[src/rtl/pwm_gen_pkg.sv]
package pwm_gen_pkg;

    typedef enum logic {
        SEL_PERIOD = 1'b0,
        SEL_HIGH   = 1'b1
    } pwm_sel_e;

endpackage

[src/rtl/pwm_setting_regs.sv]
module pwm_setting_regs
    import pwm_gen_pkg::*;
#(
    parameter int W = 8
) (
    input  logic         clk,
    input  logic         rst,
    input  logic         wr_en,
    input  logic         wr_sel,
    input  logic [W-1:0] wr_data,
    input  logic         running,
    input  logic         reload,
    output logic [W-1:0] load_val,
    output logic [W-1:0] period_act,
    output logic [W-1:0] high_act
);

    localparam logic [W-1:0] ONE = W'(1);

    typedef struct packed {
        logic [W-1:0] period_cfg;
        logic [W-1:0] high_cfg;
        logic [W-1:0] period_act;
        logic [W-1:0] high_act;
    } regs_t;

    regs_t regs_d, regs_q;
    logic [W-1:0] clamped;

    always_comb begin
        clamped = (regs_q.period_cfg == '0) ? ONE : regs_q.period_cfg;
        regs_d  = regs_q;
        if (wr_en) begin
            if (pwm_sel_e'(wr_sel) == SEL_PERIOD) regs_d.period_cfg = wr_data;
            else                                  regs_d.high_cfg   = wr_data;
        end
        if (!running || reload) begin
            regs_d.period_act = clamped;
            regs_d.high_act   = regs_q.high_cfg;
        end
    end

    always_ff @(posedge clk) begin
        if (rst) begin
            regs_q.period_cfg <= '0;
            regs_q.high_cfg   <= '0;
            regs_q.period_act <= ONE;
            regs_q.high_act   <= '0;
        end else begin
            regs_q <= regs_d;
        end
    end

    assign load_val   = clamped;
    assign period_act = regs_q.period_act;
    assign high_act   = regs_q.high_act;

endmodule

[src/rtl/pwm_down_counter.sv]
module pwm_down_counter #(
    parameter int W = 8
) (
    input  logic         clk,
    input  logic         rst,
    input  logic         run_en,
    input  logic         tick,
    input  logic [W-1:0] load_val,
    output logic         running,
    output logic [W-1:0] count,
    output logic         reload
);

    localparam logic [W-1:0] ONE = W'(1);

    typedef struct packed {
        logic         run;
        logic [W-1:0] cnt;
    } cnt_t;

    cnt_t cnt_d, cnt_q;
    logic last_state;

    always_comb begin
        last_state = (cnt_q.cnt <= ONE);
        cnt_d      = cnt_q;
        cnt_d.run  = run_en;
        if (!cnt_q.run) begin
            cnt_d.cnt = load_val;
        end else if (tick) begin
            cnt_d.cnt = last_state ? load_val : cnt_q.cnt - ONE;
        end
    end

    always_ff @(posedge clk) begin
        if (rst) begin
            cnt_q.run <= 1'b0;
            cnt_q.cnt <= ONE;
        end else begin
            cnt_q <= cnt_d;
        end
    end

    assign running = cnt_q.run;
    assign count   = cnt_q.cnt;
    assign reload  = cnt_q.run & tick & last_state;

endmodule

[src/rtl/pwm_pin_stage.sv]
module pwm_pin_stage #(
    parameter int W = 8
) (
    input  logic         running,
    input  logic         invert,
    input  logic [W-1:0] count,
    input  logic [W-1:0] high_act,
    output logic         src,
    output logic         pin
);

    always_comb begin
        src = running && (high_act != '0) && (count <= high_act);
        pin = src ^ invert;
    end

endmodule

[src/rtl/pwm_gen.sv]
module pwm_gen #(
    parameter int W = 8
) (
    input  logic         clk,
    input  logic         rst,
    input  logic         wr_en,
    input  logic         wr_sel,
    input  logic [W-1:0] wr_data,
    input  logic         run_en,
    input  logic         invert,
    input  logic         tick,
    output logic         pwm_out
);

    logic         run_q;
    logic         reload;
    logic [W-1:0] cnt_q;
    logic [W-1:0] load_val;
    logic [W-1:0] period_act;
    logic [W-1:0] high_act;
    logic         src;

    pwm_setting_regs #(.W(W)) u_regs (
        .clk        (clk),
        .rst        (rst),
        .wr_en      (wr_en),
        .wr_sel     (wr_sel),
        .wr_data    (wr_data),
        .running    (run_q),
        .reload     (reload),
        .load_val   (load_val),
        .period_act (period_act),
        .high_act   (high_act)
    );

    pwm_down_counter #(.W(W)) u_cnt (
        .clk      (clk),
        .rst      (rst),
        .run_en   (run_en),
        .tick     (tick),
        .load_val (load_val),
        .running  (run_q),
        .count    (cnt_q),
        .reload   (reload)
    );

    pwm_pin_stage #(.W(W)) u_pin (
        .running  (run_q),
        .invert   (invert),
        .count    (cnt_q),
        .high_act (high_act),
        .src      (src),
        .pin      (pwm_out)
    );

endmodule

[config.mk]
export PLATFORM = sky130hd
export DESIGN_NAME = pwm_gen
export DESIGN_NICKNAME = d
export VERILOG_FILES = /design/src/rtl/pwm_gen_pkg.sv /design/src/rtl/pwm_setting_regs.sv /design/src/rtl/pwm_down_counter.sv /design/src/rtl/pwm_pin_stage.sv /design/src/rtl/pwm_gen.sv
export SDC_FILE = /design/constraint.sdc
export NUM_CORES = 1
export LEC_CHECK = 0
export BUFFER_PORTS_ARGS = -buffer_cell sky130_fd_sc_hd__buf_2
export CAP_MARGIN = 20
export CELL_PAD_IN_SITES_DETAIL_PLACEMENT = 1
export CELL_PAD_IN_SITES_GLOBAL_PLACEMENT = 1
export CORE_MARGIN = 3
export CORE_UTILIZATION = 49
export CTS_BUF_LIST = sky130_fd_sc_hd__clkbuf_8
export DETAILED_ROUTE_END_ITERATION = 10
export PLACE_DENSITY = 0.87
export SETUP_SLACK_MARGIN = 0.1
export SYNTH_ARGS = -nofsm -noshare
export SYNTH_HDL_FRONTEND = slang
export SYNTH_SLANG_ARGS = --single-unit
[constraint.sdc]
create_clock -name clk -period 5 [get_ports clk]
set_input_delay 0.25 -clock clk [delete_from_list [all_inputs] [get_ports clk]]
set_output_delay 0.25 -clock clk [all_outputs]
set_load 0.1 [all_outputs]
==> reports/qor.csv, run 1 <==
metric;value;unit
final_core_util;58.6;%
grt_first_pass_wirelength;7.48;mm
crit_required;4.75;ns
yosysTopAreaCell;dfxtp_1;
synthesis.area;0.00171;sq mm
antenna_found_initial;0;
swShare;30.5;%
post-route-drc-count;0;
post-cts-setup-buffers;0;
grt_max_degree;34;
worst_slew_pin_slew;0.874;ns
clkPwrFrac;30.4;%
fin_ws;2.45;ns
end_kind;output port;
leakage;0.734;nW
cp.arrival;2.30;ns
synth-edff-count;0;
numCtsBuffers;5;
worstPathMaxFanout;7;
place_area;0.00180;sq mm
setup_viol;0;
p_switching;0.182;mW
yosysUniqueCellTypes;43;
fin_area;0.00188;sq mm
die_y;65.1;um
place.gp.congestion;0.925;
final_common_cell;dfxtp_1;
track_usage;22.9;%
ys.flop_type;dfxtp_1;
seq_area;661;sq um
drt-initial-drc-count;59;
floorplan.initialDensity;53.5;%
period_share;50.9;%
dp.cells;253;
cts_buffer_depth;2;
rsz0062_at_grt;false;
ctsHoldBuffers;0;
cp-start-kind;flop;
ys_warn_count;0;
diodes;0;
dp_hpwl;3.33;mm
wirelength;4.37;mm
multi_input_comb_area;965;sq um
async_flop_share;0;%
rows;20;
r2r_cells;6;
grt-ovfl-total;0;
die_area;0.00424;sq mm
cap_viol_max_count;0;
slew_headroom;41.6;%
synthToLayoutAreaGrowth;9.57;%
fin_skew;0.00284;ns
final_cell_mix;dfxtp_1 (33), nand2_1 (31), a21oi_1 (22), nor2_1 (20), buf_2 (15);
port_buffers;15;
power_frac_seq;49.0;%
cts-root-buf;clkbuf_8;
drive_gt1_share;12.4;%
power_frac_comb;20.6;%
syn-num-nets;228;
crit_type;flop to output port;
instances_no_fill;261;
max_freq;393;MHz
place_ws;2.74;ns
min_period;2.55;ns
finalPower;0.596;mW
hold_class;primary input to flop;
ioPinCount;16;
clk_pin_slew;0.06;ns
synth.top_cell.area_share;38.6;%
slew_violations;0;
whs;0.180;ns
fillers;414;
ys_seq_area_share;38.6;%
core_area;0.00320;sq mm
hold_viol_final;0;
avgSynthCellArea;8.44;sq um
clock_latency;0.28;ns
tns;0;ns
outcome;completed;
nets;241;
post_cts_resized;0;
firstDrtPassIters;4;
ir_drop;184;uV
die-width;65.1;um
cts_max_level;2;
grt_pass1_vias;1572;
hold_depth;2;
internal_power;0.415;mW
synthCells;203;
pwr_density_cell;318;mW/mm^2
ant_nets;0;
wl_per_cell;16.8;um
clock-sinks;33;
dr_total_vias;1521;
cts_tree;built;
synth.top_cells.by_area;dfxtp_1 (39%), ha_1 (7.3%), nand2_1 (6.8%);
routed_via_density;5.83;
ys_ff_latch;33;
kinds of logic after synthesis:
| logic type | after synthesis | synth area share (%) |
|---|---|---|
| buffers and inverters | 20 | 5.11 |
| AND/OR/NAND/NOR | 87 | 25.0 |
| AO/OA/AOI/OAI | 39 | 16.0 |
| flip-flops | 33 | 38.6 |
| adder cells (fa/ha/maj) | 10 | 7.30 |
| multiplexers | 11 | 6.50 |
| XOR/XNOR | 3 | 1.53 |
worst paths after layout:
check / startpoint / to / slack, ns
setup reg to reg: u_cnt.count[0] / u_cnt.count[2] / 2.76
hold / removal: run_en / u_cnt.running / 0.18
setup / recovery: u_cnt.count[7] / pwm_out / 2.45
hold reg to reg: u_regs.regs_q[16] / u_regs.high_act[0] / 0.46
flip-flops by register name, summed over array words and instances (netlist names):
| register | cells |
|---|---|
| u_regs.regs_q | 16 |
| u_cnt.count | 8 |
| u_regs.high_act | 8 |
| u_cnt.running | 1 |
critical path: stages, from the launching register on:
cell	delay, ns
dfxtp_1	0.52
ha_1	0.31
nand2_1	0.14
o21ai_0	0.20
nor4_1	0.26
a221oi_2	0.06
nand3b_1	0.10
buf_2	0.42
synthesized netlist by cell type, types with 2 or more instances:
library cell / number
a2111oi_1: 2
a21oi_1: 22
and3_1: 2
clkbuf_1: 6
dfxtp_1: 33
ha_1: 10
inv_1: 11
mux2i_1: 10
nand2_1: 31
nand3_1: 10
nand4_1: 3
nor2_1: 20
nor2b_1: 2
nor3_1: 5
nor4_1: 4
o21ai_0: 2
o31a_1: 2
or4_1: 2
xnor2_1: 2
final cells by class:
cell class                      count  area share (%)
Clock inverter                      3           0.600
Inverter                           11            2.20
Timing Repair Buffer               15            4.00
Sequential cell                    33            35.2
Multi-Input combinational cell    150            51.4
Clock buffer                        5            3.67
Tap cell                           44            2.93
per-layer routing:
metal	wire (um)	track usage, %	vias up
met3	188	4.27	14
li1	-	-	744
met2	2200	40.4	44
met4	130	10.9	0
met1	1850	26.5	719
met5	0	0	-
power by group through the flow:
stage	sequential, mW	combinational [mW]	clock (mW)
CTS	0.292	0.123	0.186
finish	0.292	0.123	0.181
detailed placement	0.297	0.122	0
global route	0.294	0.136	0.198
global placement	0.296	0.115	0
floorplan	0.291	0.0971	0
No activity file was read; power rests on OpenSTA's default activity.
==> run 2: changes to the inputs <==
--- a/config.mk
+++ b/config.mk
@@ -10,10 +10,10 @@
 export CELL_PAD_IN_SITES_DETAIL_PLACEMENT = 1
 export CELL_PAD_IN_SITES_GLOBAL_PLACEMENT = 1
 export CORE_MARGIN = 3
-export CORE_UTILIZATION = 49
+export CORE_UTILIZATION = 46
 export CTS_BUF_LIST = sky130_fd_sc_hd__clkbuf_8
 export DETAILED_ROUTE_END_ITERATION = 10
-export PLACE_DENSITY = 0.87
+export PLACE_DENSITY = 0.82
 export SETUP_SLACK_MARGIN = 0.1
 export SYNTH_ARGS = -nofsm -noshare
 export SYNTH_HDL_FRONTEND = slang
==> constraint.sdc (replaced) <==
create_clock -name clk -period 2.45 [get_ports clk]
set_input_delay 0.1225 -clock clk [delete_from_list [all_inputs] [get_ports clk]]
set_output_delay 0.1225 -clock clk [all_outputs]
set_load 0.1 [all_outputs]
==> run 2 against run 1 <==
  * Cell count up 1.1%
  * Register-to-register slack lost 2.4 ns
  * Combinational power rose by 100%
  * Sequential power is 100% higher
  * Sequential share of layout area is 0.54 points lower
  * Global-route usage down 1.2 points
==> reports/qor.csv, run 2 (synthesis gave the netlist of run 1 again) <==
metric;value;unit;change
outcome;completed;;unchanged
drt-initial-drc-count;52;;was 59
drive_gt1_share;15.1;%;was 12.4%
cpLargestDelayFamily;compound AO/OA/AOI/OAI gates;;was flip-flops
track_usage;21.6;%;was 22.9%
slew_headroom;41.3;%;was 41.6%
rows;21;;was 20
tns;0;ns;unchanged
leakage;0.743;nW;was 0.734 nW
cts_max_level;2;;unchanged
crit_cells;6;;was 7
cap_viol_max_count;0;;unchanged
cts_tree;built;;unchanged
die_area;0.00449;sq mm;was 0.00424 sq mm
dr_total_vias;1473;;was 1521
die_y;67.0;um;was 65.1 um
worst-r2r-setup-slack;0.39;ns;was 2.76 ns
timing.rr.start;u_cnt.count[1];;was u_cnt.count[0]
cts_buffer_depth;2;;unchanged
ant_nets;0;;unchanged
numCtsBuffers;5;;unchanged
slowest_delay;0.40;ns;was 0.52 ns
internal_power;0.915;mW;was 0.415 mW
place.gp.congestion;0.816;;was 0.925
grt_pass1_vias;1610;;was 1572
slew_violations;0;;unchanged
ioPinCount;16;;unchanged
power_frac_comb;19.4;%;was 20.6%
swShare;29.4;%;was 30.5%
top_regs;u_regs.regs_q x16, u_cnt.count x8, u_regs.high_act x8;;unchanged
cp-startpoint;u_cnt.count[3];;was u_cnt.count[7]
core_area;0.00347;sq mm;was 0.00320 sq mm
post-route-drc-count;0;;unchanged
fin_ws;0.254;ns;was 2.45 ns
fin_skew;0.00342;ns;was 0.00284 ns
floorplan.initialDensity;49.4;%;was 53.5%
end_kind;output port;;unchanged
whs;0.0541;ns;was 0.180 ns
wl_per_cell;15.9;um;was 16.8 um
die-width;67.0;um;was 65.1 um
crit_chain;ha_1 -> nand4_1 -> o31a_1 -> a221oi_2 -> nand3b_1 -> buf_4;;was ha_1 -> nand2_1 -> o21ai_0 -> nor4_1 -> a221oi_2 -> nand3b_1 -> buf_2
period_share;89.6;%;
cts-root-buf;clkbuf_8;;unchanged
ir_drop;441;uV;was 184 uV
nets;242;;was 241
pwr_density_cell;677;mW/mm^2;was 318 mW/mm^2
clock-sinks;33;;unchanged
antenna_found_initial;0;;unchanged
clk_pin_slew;0.06;ns;about the same
firstDrtPassIters;4;;unchanged
power_frac_seq;46.0;%;was 49.0%
grt_first_pass_wirelength;7.38;mm;was 7.48 mm
p_switching;0.380;mW;was 0.182 mW
grt-ovfl-total;0;;unchanged
crit_required;2.33;ns;was 4.75 ns
max_freq;455;MHz;
grt_max_degree;34;;unchanged
crit_type;flop to output port;;unchanged
hold_viol_final;0;;unchanged
routed_via_density;5.58;;was 5.83
port_buffers;15;;unchanged
dp_hpwl;3.17;mm;was 3.33 mm
hold_class;primary input to flop;;unchanged
finalPower;1.30;mW;was 0.596 mW
cpMaxStageDelayCell;dfxtp_1;;unchanged
min_period;2.20;ns;
critical_path.reg2reg.endpoint;u_cnt.count[1];;was u_cnt.count[2]
diodes;0;;unchanged
cp-endpoint;pwm_out;;unchanged
clkPwrFrac;34.6;%;was 30.4%
place_ws;0.382;ns;was 2.74 ns
cp-start-kind;flop;;unchanged
fillers;450;;was 414
worstPathMaxFanout;6;;was 7
top_register;u_regs.regs_q;;unchanged
fin_area;0.00191;sq mm;was 0.00188 sq mm
rsz0062_at_grt;false;;unchanged
worst_slew_pin_slew;0.879;ns;was 0.874 ns
setup_viol;0;;unchanged
largest_reg_flops;16;;unchanged
path_buf_inv;1;;unchanged
synthToLayoutAreaGrowth;11.7;%;was 9.57%
ctsHoldBuffers;0;;unchanged
place_area;0.00181;sq mm;was 0.00180 sq mm
wirelength;4.19;mm;was 4.37 mm
post-cts-setup-buffers;0;;unchanged
final_cell_mix;nand2_1 (31), dfxtp_1 (31), a21oi_1 (22), nor2_1 (20), buf_2 (14);;was dfxtp_1 (33), nand2_1 (31), a21oi_1 (22), nor2_1 (20), buf_2 (15)
cp.arrival;2.07;ns;was 2.30 ns
clock_latency;0.28;ns;about the same
r2r_cells;6;;unchanged
run 2: changes by cell type in the layout (fill, tap and decap cells not counted), sizes merged:
cell / delta
buf: +1
clkinv: +1
inv: -3
clkbuf: +2
run 2: worst register-to-register path, delay by kind of cell (launching register included):
family,cells,cell delay (ns)
compound gates,2,0.71
simple gates,2,0.43
flops,1,0.42
fa+ha+maj,1,0.27
buf+inv,1,0.11
run 2: layout make-up:
class / instances / area, sq um / area share (%)
inverters: 11 / 41.3 / 2.16
clock buffers: 7 / 96.3 / 5.04
well taps: 46 / 57.6 / 3.01
multi-input cells: 150 / 965 / 50.4
repair buffers: 16 / 85.1 / 4.45
flip-flops and latches: 33 / 663 / 34.7
clock inverters: 1 / 5.00 / 0.262
run 2: worst min path at each step:
stage	start	end	slack, ns	cells past startpoint
floorplan	rst	u_cnt.count[1]	0.19	1
global placement	run_en	u_cnt.running	0.33	2
detailed placement	run_en	u_cnt.running	0.34	2
CTS	run_en	u_cnt.running	0.05	2
global route	run_en	u_cnt.running	0.06	2
finish	run_en	u_cnt.running	0.05	2
run 2: what timing repair did:
item,in CTS,in global routing
resized for setup,1,3
endpoints found under the setup margin,1,1
cloned,0,0
run 2: routing by layer:
layer | wire length, um | track usage, % | up-vias
li1 | - | - | 745
met1 | 1900 | 25.9 | 697
met2 | 2110 | 38.4 | 24
met3 | 126 | 4.22 | 7
met4 | 59 | 6.33 | 0
met5 | 0 | 0 | -
run 2: power groups by stage:
| stage | clock (mW) | sequential (mW) | combinational, mW |
|---|---|---|---|
| after floorplan | 0 | 0.594 | 0.198 |
| after global placement | 0 | 0.605 | 0.238 |
| after detailed placement | 0 | 0.607 | 0.249 |
| after CTS | 0.457 | 0.595 | 0.253 |
| after global routing | 0.480 | 0.601 | 0.283 |
| final | 0.448 | 0.596 | 0.251 |
run 2: per-stage QoR:
step / util (%) / cells
after floorplan: - / 203
after CTS: 55.1 / 264
after global routing: 55.2 / 264
after detailed placement: 52.1 / 256
final: 55.2 / 264
after global placement: 52.1 / 256
==> run 3: changes to the inputs <==
--- a/config.mk
+++ b/config.mk
@@ -13,6 +13,7 @@
 export CORE_UTILIZATION = 46
 export CTS_BUF_LIST = sky130_fd_sc_hd__clkbuf_8
 export DETAILED_ROUTE_END_ITERATION = 10
+export MAX_ROUTING_LAYER = met4
 export PLACE_DENSITY = 0.82
 export SETUP_SLACK_MARGIN = 0.1
 export SYNTH_ARGS = -nofsm -noshare
==> run 3 against run 2 <==
  * Hold slack worse by 0.0012 ns
  * Largest cell class unchanged
  * Critical endpoint unchanged
  * Sequential share of layout area about the same
  * Sequential cell count stayed put
  * Die area is the same
  * Routed wire length is 2.2% lower
  * Sequential power barely moved
==> reports/qor.csv, run 3 (synthesis gave the netlist of run 1 again) <==
metric;value;unit;change
post-cts-setup-buffers;0;;unchanged
ir_drop;378;uV;was 441 uV
cpLargestDelayFamily;compound AO/OA/AOI/OAI gates;;unchanged
firstDrtPassIters;4;;unchanged
routed_via_density;5.59;;was 5.58
port_buffers;15;;unchanged
outcome;completed;;unchanged
leakage;0.745;nW;was 0.743 nW
grt_first_pass_wirelength;7.30;mm;was 7.38 mm
grt_max_degree;34;;unchanged
track_usage;22.0;%;was 21.6%
path_buf_inv;2;;was 1
cp-startpoint;u_cnt.count[0];;was u_cnt.count[3]
cap_viol_max_count;0;;unchanged
synthToLayoutAreaGrowth;12.0;%;was 11.7%
top_regs;u_regs.regs_q x16, u_cnt.count x8, u_regs.high_act x8;;unchanged
period_share;88.0;%;was 89.6%
die-width;67.0;um;unchanged
crit_chain;inv_1 -> ha_1 -> nand4_1 -> o31a_1 -> a221oi_2 -> nand3b_1 -> buf_6;;was ha_1 -> nand4_1 -> o31a_1 -> a221oi_2 -> nand3b_1 -> buf_4
post-route-drc-count;0;;unchanged
post_cts_resized;1;;unchanged
hold_class;primary input to flop;;unchanged
wl_per_cell;15.5;um;was 15.9 um
setup_viol;0;;unchanged
crit_type;flop to output port;;unchanged
min_period;2.15;ns;was 2.20 ns
diodes;0;;unchanged
floorplan.initialDensity;49.4;%;unchanged
hold_viol_final;0;;unchanged
die_area;0.00449;sq mm;unchanged
cp.arrival;2.03;ns;was 2.07 ns
rsz0062_at_grt;false;;unchanged
antenna_found_initial;0;;unchanged
fin_skew;0.00444;ns;was 0.00342 ns
clock_latency;0.28;ns;about the same
drt-initial-drc-count;53;;was 52
rows;21;;unchanged
place.gp.congestion;0.827;;was 0.816
clk_pin_slew;0.07;ns;was 0.06 ns
ioPinCount;16;;unchanged
largest_reg_flops;16;;unchanged
final_core_util;55.3;%;was 55.2%
crit_required;2.33;ns;about the same
timing.rr.start;u_cnt.count[1];;unchanged
pwr_density_cell;675;mW/mm^2;was 677 mW/mm^2
drive_gt1_share;15.6;%;was 15.1%
ctsHoldBuffers;0;;unchanged
top_register;u_regs.regs_q;;unchanged
place_ws;0.397;ns;was 0.382 ns
core_area;0.00347;sq mm;unchanged
fin_ws;0.295;ns;was 0.254 ns
cts_max_level;2;;unchanged
wirelength;4.09;mm;was 4.19 mm
cts-root-buf;clkbuf_8;;unchanged
multi_input_comb_area;965;sq um;unchanged
nets;242;;unchanged
tns;0;ns;unchanged
cts_buffer_depth;2;;unchanged
max_freq;464;MHz;was 455 MHz
fillers;436;;was 450
grt-ovfl-total;0;;unchanged
ant_nets;0;;unchanged
dp_hpwl;3.19;mm;was 3.17 mm
clock-sinks;33;;unchanged
cts_tree;built;;unchanged
end_kind;output port;;unchanged
dr_total_vias;1476;;was 1473
slew_headroom;40.0;%;was 41.3%
final_common_cell;nand2_1;;
die_y;67.0;um;unchanged
seq_area;664;sq um;was 663 sq um
numCtsBuffers;5;;unchanged
final_cell_mix;nand2_1 (31), dfxtp_1 (30), a21oi_1 (22), nor2_1 (20), buf_2 (14);;was nand2_1 (31), dfxtp_1 (31), a21oi_1 (22), nor2_1 (20), buf_2 (14)
slew_violations;0;;unchanged
worst_slew_pin_slew;0.898;ns;was 0.879 ns
min_from;run_en;;unchanged
grt_pass1_vias;1603;;was 1610
cpMaxStageDelayCell;dfxtp_2;;was dfxtp_1
worstPathMaxFanout;4;;was 6
cp-start-kind;flop;;unchanged
slowest_delay;0.35;ns;was 0.40 ns
==> run 3: changes by cell type in the layout (fill, tap and decap cells not counted) <==
cell	before	now
buf_4	2	1
buf_6	0	1
dfxtp_1	31	30
dfxtp_2	2	3
==> run 3: report_power, final <==
group | switching (mW) | internal [mW] | total, mW
sequential | 0.0308 | 0.564 | 0.595
combinational | 0.157 | 0.0998 | 0.257
clock | 0.190 | 0.254 | 0.444
total | 0.378 | 0.918 | 1.30
==> run 3: final timing paths <==
path,end,slack [ns],depth (start not counted)
worst max register to register,u_cnt.count[2],0.36,6
worst max-delay path,pwm_out,0.30,7
worst min-delay path,u_cnt.running,0.05,2
worst min register to register,u_regs.regs_q[23],0.46,2
==> run 3: metal layers <==
metal	vias up	part of all wire, %	GRT usage [%]
met4	0	0.98	7.59
met3	5	3.1	3.88
met1	700	46	26.4
li1	747	-	-
met2	24	50	36.8
met5	-	0	-
==> run 3: stage by stage <==
stage / instances / hold slack [ns] / instance area (sq um) / power (mW)
2_1_floorplan: 203 / 0.191 / 1710 / 0.792
3_3_place_gp: 256 / 0.332 / 1810 / 0.843
3_5_place_dp: 256 / 0.345 / 1810 / 0.857
4_1_cts: 264 / 0.0491 / 1910 / 1.30
5_1_grt: 264 / 0.0692 / 1920 / 1.36
6_report: 264 / 0.0529 / 1920 / 1.30
==> run 3: area by class of cell <==
type                       instances  area share [%]
multi-input combinational        150            50.3
clock inverter                     1           0.261
timing repair buffer              16            4.63
inverter                          11            2.15
sequential                        33            34.6
tap                               46            3.00
clock buffer                       7            5.02
